[src/rtl/bb_pkg.sv]
package bb_pkg;
    localparam int ADDR_W = 32;
    localparam int DATA_W = 32;
    localparam int BE_W   = DATA_W / 8;
    localparam int LANE_W = $clog2(BE_W);
    localparam int BIT_W  = 3;

    typedef enum logic [1:0] {
        CLS_PASS,
        CLS_ALIAS,
        CLS_FAULT
    } cls_e;

    typedef enum logic [1:0] {
        ST_IDLE,
        ST_ISSUE,
        ST_WAIT,
        ST_RESP
    } st_e;

    typedef struct packed {
        logic [ADDR_W-1:0] addr;
        logic              write;
        logic [DATA_W-1:0] wdata;
        logic [BE_W-1:0]   be;
        logic              ifetch;
    } bus_req_t;

    typedef struct packed {
        cls_e              cls;
        logic              rmw;
        logic [LANE_W-1:0] lane;
        logic [BIT_W-1:0]  bitn;
        logic              newbit;
        bus_req_t          fwd;
    } xlat_t;

    function automatic logic [LANE_W+BIT_W-1:0] bit_index(
        input logic [LANE_W-1:0] lane,
        input logic [BIT_W-1:0]  bitn
    );
        return {lane, bitn};
    endfunction
endpackage

[src/rtl/bb_decode.sv]
module bb_decode
    import bb_pkg::*;
#(
    parameter logic [ADDR_W-1:0] SRAM_BB_BASE = 32'h2000_0000,
    parameter logic [ADDR_W-1:0] SRAM_AL_BASE = 32'h2200_0000,
    parameter logic [ADDR_W-1:0] PERI_BB_BASE = 32'h4000_0000,
    parameter logic [ADDR_W-1:0] PERI_AL_BASE = 32'h4200_0000,
    parameter int                AL_SPAN_W    = 25
) (
    input  bus_req_t req,
    output xlat_t    x
);
    localparam int SHIFT_W = BIT_W + 2;
    localparam int OFF_W   = AL_SPAN_W - SHIFT_W;

    logic              in_sram;
    logic              in_peri;
    logic [ADDR_W-1:0] bb_addr;

    always_comb begin
        in_sram = (req.addr[ADDR_W-1:AL_SPAN_W] == SRAM_AL_BASE[ADDR_W-1:AL_SPAN_W]);
        in_peri = (req.addr[ADDR_W-1:AL_SPAN_W] == PERI_AL_BASE[ADDR_W-1:AL_SPAN_W]);
        bb_addr = (in_peri ? PERI_BB_BASE : SRAM_BB_BASE)
                + ADDR_W'(req.addr[AL_SPAN_W-1:SHIFT_W]);

        x        = '0;
        x.bitn   = req.addr[SHIFT_W-1:2];
        x.lane   = bb_addr[LANE_W-1:0];
        x.newbit = req.wdata[0];

        if ((in_sram || in_peri) && !req.ifetch) begin
            x.cls          = CLS_ALIAS;
            x.rmw          = req.write;
            x.fwd.addr     = bb_addr;
            x.fwd.write    = 1'b0;
            x.fwd.wdata    = '0;
            x.fwd.be       = BE_W'(1) << x.lane;
            x.fwd.ifetch   = 1'b0;
        end else if (in_peri && req.ifetch) begin
            x.cls = CLS_FAULT;
        end else begin
            x.cls = CLS_PASS;
            x.fwd = req;
        end
    end

    logic unused_ok;
    assign unused_ok = ^{OFF_W[0]};
endmodule

[src/rtl/bb_bitmerge.sv]
module bb_bitmerge
    import bb_pkg::*;
(
    input  logic [DATA_W-1:0] word,
    input  logic [LANE_W-1:0] lane,
    input  logic [BIT_W-1:0]  bitn,
    input  logic              newbit,
    output logic              sel_bit,
    output logic [DATA_W-1:0] merged
);
    logic [LANE_W+BIT_W-1:0] idx;

    always_comb begin
        idx     = bit_index(lane, bitn);
        sel_bit = word[idx];
    end

    for (genvar i = 0; i < DATA_W; i++) begin : g_merge
        assign merged[i] = (idx == (LANE_W+BIT_W)'(i)) ? newbit : word[i];
    end
endmodule

[src/rtl/bitband_xlat.sv]
module bitband_xlat
    import bb_pkg::*;
#(
    parameter logic [ADDR_W-1:0] SRAM_BB_BASE = 32'h2000_0000,
    parameter logic [ADDR_W-1:0] SRAM_AL_BASE = 32'h2200_0000,
    parameter logic [ADDR_W-1:0] PERI_BB_BASE = 32'h4000_0000,
    parameter logic [ADDR_W-1:0] PERI_AL_BASE = 32'h4200_0000,
    parameter int                AL_SPAN_W    = 25
) (
    input  logic              clk,
    input  logic              rst,
    input  logic              u_req_valid,
    output logic              u_req_ready,
    input  logic [ADDR_W-1:0] u_req_addr,
    input  logic              u_req_write,
    input  logic [DATA_W-1:0] u_req_wdata,
    input  logic [BE_W-1:0]   u_req_be,
    input  logic              u_req_ifetch,
    output logic              u_rsp_valid,
    output logic [DATA_W-1:0] u_rsp_rdata,
    output logic              u_rsp_err,
    output logic              d_req_valid,
    input  logic              d_req_ready,
    output logic [ADDR_W-1:0] d_req_addr,
    output logic              d_req_write,
    output logic [DATA_W-1:0] d_req_wdata,
    output logic [BE_W-1:0]   d_req_be,
    output logic              d_req_ifetch,
    output logic              d_lock,
    input  logic              d_rsp_valid,
    input  logic [DATA_W-1:0] d_rsp_rdata,
    input  logic              d_rsp_err
);
    st_e               st;
    xlat_t             x;
    xlat_t             dec_x;
    bus_req_t          up_req;
    logic              phase_wr;
    logic [DATA_W-1:0] wr_word;
    logic [DATA_W-1:0] rsp_data;
    logic              rsp_err;
    logic              sel_bit;
    logic [DATA_W-1:0] merged;

    assign up_req = '{addr: u_req_addr, write: u_req_write, wdata: u_req_wdata,
                      be: u_req_be, ifetch: u_req_ifetch};

    bb_decode #(
        .SRAM_BB_BASE(SRAM_BB_BASE),
        .SRAM_AL_BASE(SRAM_AL_BASE),
        .PERI_BB_BASE(PERI_BB_BASE),
        .PERI_AL_BASE(PERI_AL_BASE),
        .AL_SPAN_W   (AL_SPAN_W)
    ) i_decode (
        .req(up_req),
        .x  (dec_x)
    );

    bb_bitmerge i_merge (
        .word   (d_rsp_rdata),
        .lane   (x.lane),
        .bitn   (x.bitn),
        .newbit (x.newbit),
        .sel_bit(sel_bit),
        .merged (merged)
    );

    always_ff @(posedge clk) begin
        if (rst) begin
            st       <= ST_IDLE;
            x        <= '0;
            phase_wr <= 1'b0;
            wr_word  <= '0;
            rsp_data <= '0;
            rsp_err  <= 1'b0;
        end else begin
            case (st)
                ST_IDLE: begin
                    if (u_req_valid) begin
                        x        <= dec_x;
                        phase_wr <= 1'b0;
                        if (dec_x.cls == CLS_FAULT) begin
                            rsp_data <= '0;
                            rsp_err  <= 1'b1;
                            st       <= ST_RESP;
                        end else begin
                            st <= ST_ISSUE;
                        end
                    end
                end
                ST_ISSUE: begin
                    if (d_req_ready) st <= ST_WAIT;
                end
                ST_WAIT: begin
                    if (d_rsp_valid) begin
                        if (x.rmw && !phase_wr && !d_rsp_err) begin
                            phase_wr <= 1'b1;
                            wr_word  <= merged;
                            st       <= ST_ISSUE;
                        end else begin
                            rsp_err <= d_rsp_err;
                            if (x.cls == CLS_ALIAS)
                                rsp_data <= x.rmw ? '0 : DATA_W'(sel_bit & ~d_rsp_err);
                            else
                                rsp_data <= d_rsp_rdata;
                            st <= ST_RESP;
                        end
                    end
                end
                default: st <= ST_IDLE;
            endcase
        end
    end

    always_comb begin
        u_req_ready  = (st == ST_IDLE);
        u_rsp_valid  = (st == ST_RESP);
        u_rsp_rdata  = rsp_data;
        u_rsp_err    = rsp_err;
        d_req_valid  = (st == ST_ISSUE);
        d_req_addr   = x.fwd.addr;
        d_req_write  = x.fwd.write | phase_wr;
        d_req_wdata  = phase_wr ? wr_word : x.fwd.wdata;
        d_req_be     = x.fwd.be;
        d_req_ifetch = x.fwd.ifetch;
        d_lock       = x.rmw && ((st == ST_ISSUE) || (st == ST_WAIT));
    end
endmodule

[config.mk]
export PLATFORM = sky130hd
export DESIGN_NAME = bitband_xlat
export DESIGN_NICKNAME = d
export VERILOG_FILES = /design/src/rtl/bb_pkg.sv /design/src/rtl/bb_decode.sv /design/src/rtl/bb_bitmerge.sv /design/src/rtl/bitband_xlat.sv
export SDC_FILE = /design/constraint.sdc
export NUM_CORES = 1
export LEC_CHECK = 0
export ABC_CLOCK_PERIOD_IN_PS = 1800
export CAP_MARGIN = 20
export CORE_MARGIN = 2
export CORE_UTILIZATION = 55
export CTS_CLUSTER_SIZE = 14
export DETAILED_ROUTE_END_ITERATION = 8
export DONT_BUFFER_PORTS = 1
export GPL_TIMING_DRIVEN = 0
export PLACE_DENSITY_LB_ADDON = 0.2
export SLEW_MARGIN = 25
export SYNTH_ARGS = -nofsm -noshare
export SYNTH_HDL_FRONTEND = slang
export SYNTH_SLANG_ARGS = --single-unit
[constraint.sdc]
create_clock -name clk -period 1.8 [get_ports clk]
set_clock_uncertainty 0.1 [all_clocks]
set_input_delay 0.18 -clock clk [delete_from_list [all_inputs] [get_ports clk]]
set_output_delay 0.18 -clock clk [all_outputs]
set_load 0.03 [all_outputs]
==> impl_metrics.json, run 1 <==
{
  "cp-end-kind": "flop",
  "multi_input_area_um2": 4378,
  "drt_first_pass_iters": 8,
  "cts_sinks": 147,
  "start_util_pct": 56.65,
  "drc_errors": 0,
  "fin_ws_ps": -223.4,
  "ant_nets": 0,
  "hpwl_mm": 17.02,
  "finalPower_uw": 13430,
  "start_kind": "flop",
  "layout.nets": 1120,
  "crit_fanout": 10,
  "place_ws_ps": -616.1,
  "cap_violations": 0,
  "grtUsageTotal_pct": 38.60,
  "dieArea_um2": 14040,
  "r2r-end": "u_rsp_rdata[26]",
  "fin_crit_sh_pct": 112.4,
  "final-seq-area_um2": 2960,
  "synth_cell_types": 50,
  "setup_viol": 90,
  "min_period_ps": 2023,
  "syn-num-nets": 957,
  "reg2reg_depth": 9,
  "clk_latency_ps": 420,
  "setup.worst_path.class": "flop to flop",
  "ir_drop_v": 0.0007861,
  "max_slew.worst_pin.slew_ps": 770.4,
  "wirelength_mm": 29.20,
  "num_antenna_cells": 0,
  "maxSlewHeadroom_pct": 48.64,
  "startpoint": "st[0]",
  "slew_viol_final": 0,
  "io_pins": 215,
  "synth.avg_cell_area_um2": 8.539,
  "rows": 41,
  "place_congestion": 0.9428,
  "max_freq_mhz": 494.2,
  "reg2reg_slack_ps": -220,
  "grt_first_pass_wirelength_mm": 42.12,
  "vias": 7754,
  "ys_seq_area_share_pct": 40.83,
  "drtIter0Drc": 843,
  "cts.clk_slew.worst_paths_ps": 60,
  "status": "complete, but fails checks",
  "required_ps": 1980,
  "cts_made_buffers": 17,
  "fillers": 735,
  "async_flop_share_pct": 0,
  "r2r_start": "st[0]",
  "netlist_instances": 844,
  "rsz0062_at_grt": "true",
  "ys.flop_type": "dfxtp_1",
  "post_drt_wl_per_cell_um": 24.50,
  "synth_edf_count": 0,
  "layout-drive-gt1-share_pct": 32.65,
  "power_density_nw_per_um2": 1276,
  "yosys_warnings": 0,
  "arrival_ps": 2200,
  "cts_tree": "built",
  "h-tree-depth": 4,
  "grt_start_max_net_pins": 17,
  "synth-seq-cells": 147,
  "die_h_um": 118.5,
  "die_x_um": 118.5,
  "coreArea_um2": 12720,
  "grt_pass1_vias": 7639,
  "antenna_found_initial": 0,
  "hp-class": "primary input to flop",
  "syn_area_um2": 7207,
  "area_growth_pct": 46.08,
  "overflow": 0,
  "violations": "negative setup slack",
  "ctsLongestPathBuffers": 2,
  "crit_end": "u_rsp_rdata[26]",
  "drt-vias-per-instance": 6.505,
  "hold_viol_final": 0,
  "power_leakage_uw": 0.003861,
  "cts-root-buf": "clkbuf_16",
  "port_buffers": 0
}
## registers in the layout, summed over array words and instances, names as in the netlist
name / flops
st: 2
d_req_ifetch: 1
u_rsp_err: 1
phase_wr: 1
u_rsp_rdata: 32
d_req_addr: 32
d_req_be: 4
x: 42
wr_word: 32
## power by group
group	switching [uW]	total (uW)	leakage, uW	internal (uW)
registers	447	4140	0.00120	3690
logic	3420	5920	0.00239	2500
clock network	1460	3370	0.000273	1920
total	5320	13400	0.00386	8120
## through the flow
| step | cell area, um^2 | TNS [ps] | std cells | utilization, % | hold WS (ps) |
|---|---|---|---|---|---|
| finish | 10530 | -11730 | 1192 | 82.75 | 9.056 |
| global route | 10530 | -18250 | 1192 | 82.75 | 4.365 |
| CTS | 10150 | -8447 | 1180 | 79.76 | 3.704 |
| detailed placement | 7790 | -54880 | 1016 | 61.23 | 223.5 |
| global placement | 7790 | -42400 | 1016 | 61.23 | 217.3 |
| floorplan | 7575 | -6971 | 844 | - | 215.3 |
## cells by family after synthesis
| logic type | Yosys count | share of synthesized area [%] |
|---|---|---|
| and+or+nand+nor | 316 | 20.26 |
| muxes | 56 | 9.392 |
| xor gates and xnor gates | 1 | 0.1215 |
| adders and majority gates | 5 | 0.8681 |
| buffers and inverters | 115 | 8.472 |
| AOI/OAI and AO/OA | 204 | 20.05 |
| DFF | 147 | 40.83 |
## cells in the final DEF (no fill, tap or decap), types with 5 or more instances in the layout
cell and instances:
buf_12 8, a21oi_2 11, a211oi_2 7, dfxtp_1 141, nor2_1 101, nor3_2 5, clkbuf_8 12, mux4_2 6
mux2_4 18, a22oi_2 66, clkbuf_1 25, or2_0 18, a311oi_1 15, a21oi_1 43, clkbuf_2 6, nor2b_1 5
dlygate4sd3_1 104, mux2i_1 16, o21ai_0 13, buf_6 16, clkbuf_4 8, a211oi_1 9, nand2b_1 10, a21bo_1 13
nor3_1 7, buf_4 66, nand4_1 6, nand3_1 36, nand2_1 87, a311oi_2 7, clkbuf_16 22, mux2_2 15
a22oi_1 6
## timing repair
| item | 4_1_cts | 5_1_grt |
|---|---|---|
| resized for setup | 147 | 79 |
| buffers inserted | 23 | 8 |
| pin swaps | 38 | 25 |
| gates cloned | 7 | 6 |
| hold buffers | 104 | 0 |
| setup endpoints to repair | 177 | 153 |
| endpoints found under the hold margin | 140 | 0 |
## per-layer routing
metal / global-route usage (%) / vias to the layer above / wire length (um)
li1: - / 3309 / -
met1: 42.19 / 3726 / 10020
met2: 69.76 / 572 / 14760
met3: 7.770 / 147 / 2641
met4: 20.98 / 0 / 1783
met5: 0 / - / 0
## worst min-delay path by stage
stage | from | endpoint | slack, ps | cells after the start
floorplan | u_req_addr[20] | d_req_addr[20] | 220 | 2
global placement | u_req_wdata[31] | x[36] | 220 | 2
detailed placement | u_req_addr[4] | x[73] | 220 | 2
CTS | d_rsp_rdata[11] | wr_word[11] | 4 | 2
global route | d_rsp_rdata[11] | wr_word[11] | 4 | 2
finish | d_rsp_rdata[15] | wr_word[15] | 9 | 2
## cell type report
cell class              instances  area share, %
flip-flops and latches        147          28.12
clock buffers                  22          4.599
repair buffers                147          14.59
plain buffers                 105          8.094
clock inverters                10         0.7012
well taps                     172          2.044
inverters                       6         0.2615
multi-input cells             583          41.59
## worst max-delay path, stage by stage (launching register included)
cell and delay, ps:
dfxtp_4 350, inv_4 70, ha_4 250, nor2_2 90, nor3_4 300, buf_4 190, nand3_2 150, buf_6 210
nand2_1 90, a21oi_2 70
## cell usage after synthesis (3+ instances only)
master / instances / area [um^2]
a22oi_1: 72 / 540.5
mux4_2: 6 / 135.1
dfxtp_1: 147 / 2943
nor3b_1: 3 / 22.52
nor3_1: 12 / 60.06
a31oi_1: 3 / 18.77
nand3_1: 40 / 200.2
nand3b_1: 4 / 30.03
ha_1: 5 / 62.56
nor2b_1: 10 / 62.56
buf_1: 5 / 18.77
mux2_2: 33 / 371.6
buf_4: 38 / 285.3
or2_0: 19 / 118.9
clkbuf_1: 52 / 195.2
and2_1: 3 / 18.77
a311oi_1: 22 / 192.7
nand2_1: 91 / 341.6
a21bo_1: 13 / 130.1
buf_6: 3 / 33.78
a21oi_1: 54 / 270.3
a211oi_1: 16 / 120.1
nand4_1: 6 / 37.54
inv_1: 6 / 22.52
nand2b_1: 10 / 62.56
nor2_1: 106 / 397.9
mux2i_1: 17 / 170.2
o21ai_0: 13 / 65.06
buf_2: 11 / 55.05
(Power assumes the default switching activity.)
==> run 2: changes to the inputs <==
--- a/config.mk
+++ b/config.mk
@@ -7,8 +7,10 @@
 export LEC_CHECK = 0
 export ABC_CLOCK_PERIOD_IN_PS = 1800
 export CAP_MARGIN = 20
+export CELL_PAD_IN_SITES_DETAIL_PLACEMENT = 1
+export CELL_PAD_IN_SITES_GLOBAL_PLACEMENT = 1
 export CORE_MARGIN = 2
-export CORE_UTILIZATION = 55
+export CORE_UTILIZATION = 42
 export CTS_CLUSTER_SIZE = 14
 export DETAILED_ROUTE_END_ITERATION = 8
 export DONT_BUFFER_PORTS = 1
==> run 2 against run 1 <==
Compared with the run above:
- the flow still finishes with violations (negative setup slack)
- clock power is 10% higher
- flip-flop and latch count unchanged
- die area rose by 30%
- first-iteration DRC count down 46%
- setup slack got worse by 84 ps
- via count shrank 4.0%
- final cell count up 3.1%
- sequential power barely moved
- global-route usage fell by 6.6 points
- critical path type unchanged
- largest cell class unchanged
- highest routed layer unchanged
==> impl_metrics.json, run 2 (same netlist as run 1, synthesis figures left out) <==
{
  "clk_latency_ps": 420,
  "cp_slowest_cell": "a311oi_1",
  "reg2reg_depth": 8,
  "ir_drop_v": 0.0007177,
  "cts.clk_slew.worst_paths_ps": 60,
  "cts_tree": "built",
  "dieArea_um2": 18220,
  "cp-end-kind": "flop",
  "power_density_nw_per_um2": 1296,
  "h-tree-depth": 4,
  "grt_start_max_net_pins": 20,
  "overflow": 0,
  "finalPower_uw": 13610,
  "antenna_found_initial": 1,
  "drc_errors": 0,
  "power_leakage_uw": 0.003806,
  "hp-class": "primary input to flop",
  "slowest_delay_ps": 400,
  "fillers": 1832,
  "crit_chain": "inv_4 -> ha_4 -> nor2b_4 -> nor3_4 -> buf_4 -> buf_4 -> a31oi_1 -> a311oi_1",
  "io_pins": 215,
  "post_drt_wl_per_cell_um": 25.00,
  "cts_made_buffers": 17,
  "drtIter0Drc": 456,
  "regMostFlops": "x",
  "layout.nets": 1108,
  "slew_viol_final": 0,
  "grtUsageTotal_pct": 31.99,
  "multi_input_area_um2": 4375,
  "rows": 47,
  "violations": "negative setup slack",
  "drt_first_pass_iters": 5,
  "cap_violations": 0,
  "status": "complete, but fails checks",
  "max_slew.worst_pin.slew_ps": 846.9,
  "final-seq-area_um2": 2955,
  "setup.worst_path.class": "flop to flop",
  "die_h_um": 135.0,
  "hpwl_mm": 19.06,
  "ant_nets": 0,
  "grt_first_pass_wirelength_mm": 44.73,
  "start_util_pct": 43.15,
  "hold_viol_final": 0,
  "cts_sinks": 147,
  "setup_viol": 92,
  "maxSlewHeadroom_pct": 43.54,
  "layout-drive-gt1-share_pct": 30.75,
  "arrival_ps": 2290,
  "grt_pass1_vias": 7968,
  "place_congestion": 0.8777,
  "coreArea_um2": 16700,
  "port_buffers": 0,
  "rsz0062_at_grt": "true",
  "fin_ws_ps": -307.6,
  "largest_register_ffs": 42,
  "required_ps": 1980,
  "area_growth_pct": 45.71,
  "crit_top_cell": "buf_4",
  "wirelength_mm": 30.73,
  "crit_fanout": 7,
  "place_ws_ps": -649.5,
  "holdPathStages": 2,
  "cts-root-buf": "clkbuf_16",
  "vias": 7443,
  "ctsLongestPathBuffers": 2,
  "max_freq_mhz": 474.5,
  "fin_crit_sh_pct": 117.1,
  "mostFrequentLayoutCell": "dfxtp_1",
  "min_period_ps": 2108,
  "drt-vias-per-instance": 6.056,
  "final_cell_mix": "dfxtp_1 (141), dlygate4sd3_1 (105), nor2_1 (100)",
  "start_kind": "flop",
  "die_x_um": 135.0
}
run 2: changes by cell type in the layout (fill, tap and decap cells not counted), moves of 4 or more:
cell,previous run,this run
mux2_2,15,2
clkbuf_8,12,8
a311oi_1,15,20
a311oi_2,7,2
a211oi_1,9,13
buf_6,16,6
mux2_4,18,31
a22oi_2,66,61
a211oi_2,7,3
a22oi_1,6,11
run 2: stage by stage:
stage / cell area (um^2) / std cells / util, % / setup TNS (ps) / hold WS, ps
after floorplan: 7575 / 844 / - / -6971 / 215.3
after global routing: 10500 / 1229 / 62.88 / -20630 / 1.940
after detailed placement: 7850 / 1064 / 47.00 / -59190 / 227.6
after CTS: 10110 / 1218 / 60.51 / -10520 / 0.7374
final: 10500 / 1229 / 62.88 / -14180 / 16.27
after global placement: 7850 / 1064 / 47.00 / -49080 / 216.7
run 2: path summary, 6_finish.rpt:
kind                                 startpoint           to  slack, ps
worst max-delay path                      st[1]    u_rsp_err       -310
worst min-delay path            d_rsp_rdata[16]  wr_word[16]         20
worst max register to register            st[1]    u_rsp_err       -310
worst min register to register            x[77]        x[77]        360
run 2: layout make-up:
class / instances / area share, %
Antenna cell: 1 / 0.02383
Buffer: 105 / 8.185
Clock buffer: 20 / 4.444
Clock inverter: 12 / 1.370
Inverter: 6 / 0.2621
Multi-Input combinational cell: 582 / 41.67
Sequential cell: 147 / 28.14
Tap cell: 220 / 2.621
Timing Repair Buffer: 136 / 13.28
run 2: power breakdown:
part,internal (uW),switching [uW]
clock network,2180,1520
logic,2380,3380
registers,3700,449
run 2: what timing repair did:
item	4_1_cts	5_1_grt
buffers inserted	15	8
resized for setup	139	79
hold buffers	103	2
cloned	5	3
endpoints found under the setup margin	177	178
pin swaps	15	25
endpoints found under the hold margin	135	2
run 2: metal layers:
metal / up-vias / share of wire (%) / global-route usage [%]
met4: 0 / 4.8 / 14.35
li1: 3274 / - / -
met5: - / 0 / 0
met3: 109 / 6.6 / 7.395
met1: 3696 / 36 / 34.02
met2: 364 / 52 / 59.87
run 2: worst max-delay path: cells and delay by family (launching register included):
kind | cells | cell delay, ps
adder cells (fa/ha/maj) | 1 | 220
AND/OR/NAND/NOR | 2 | 400
AO/OA/AOI/OAI | 2 | 510
buffers and inverters | 3 | 340
flip-flops | 1 | 380
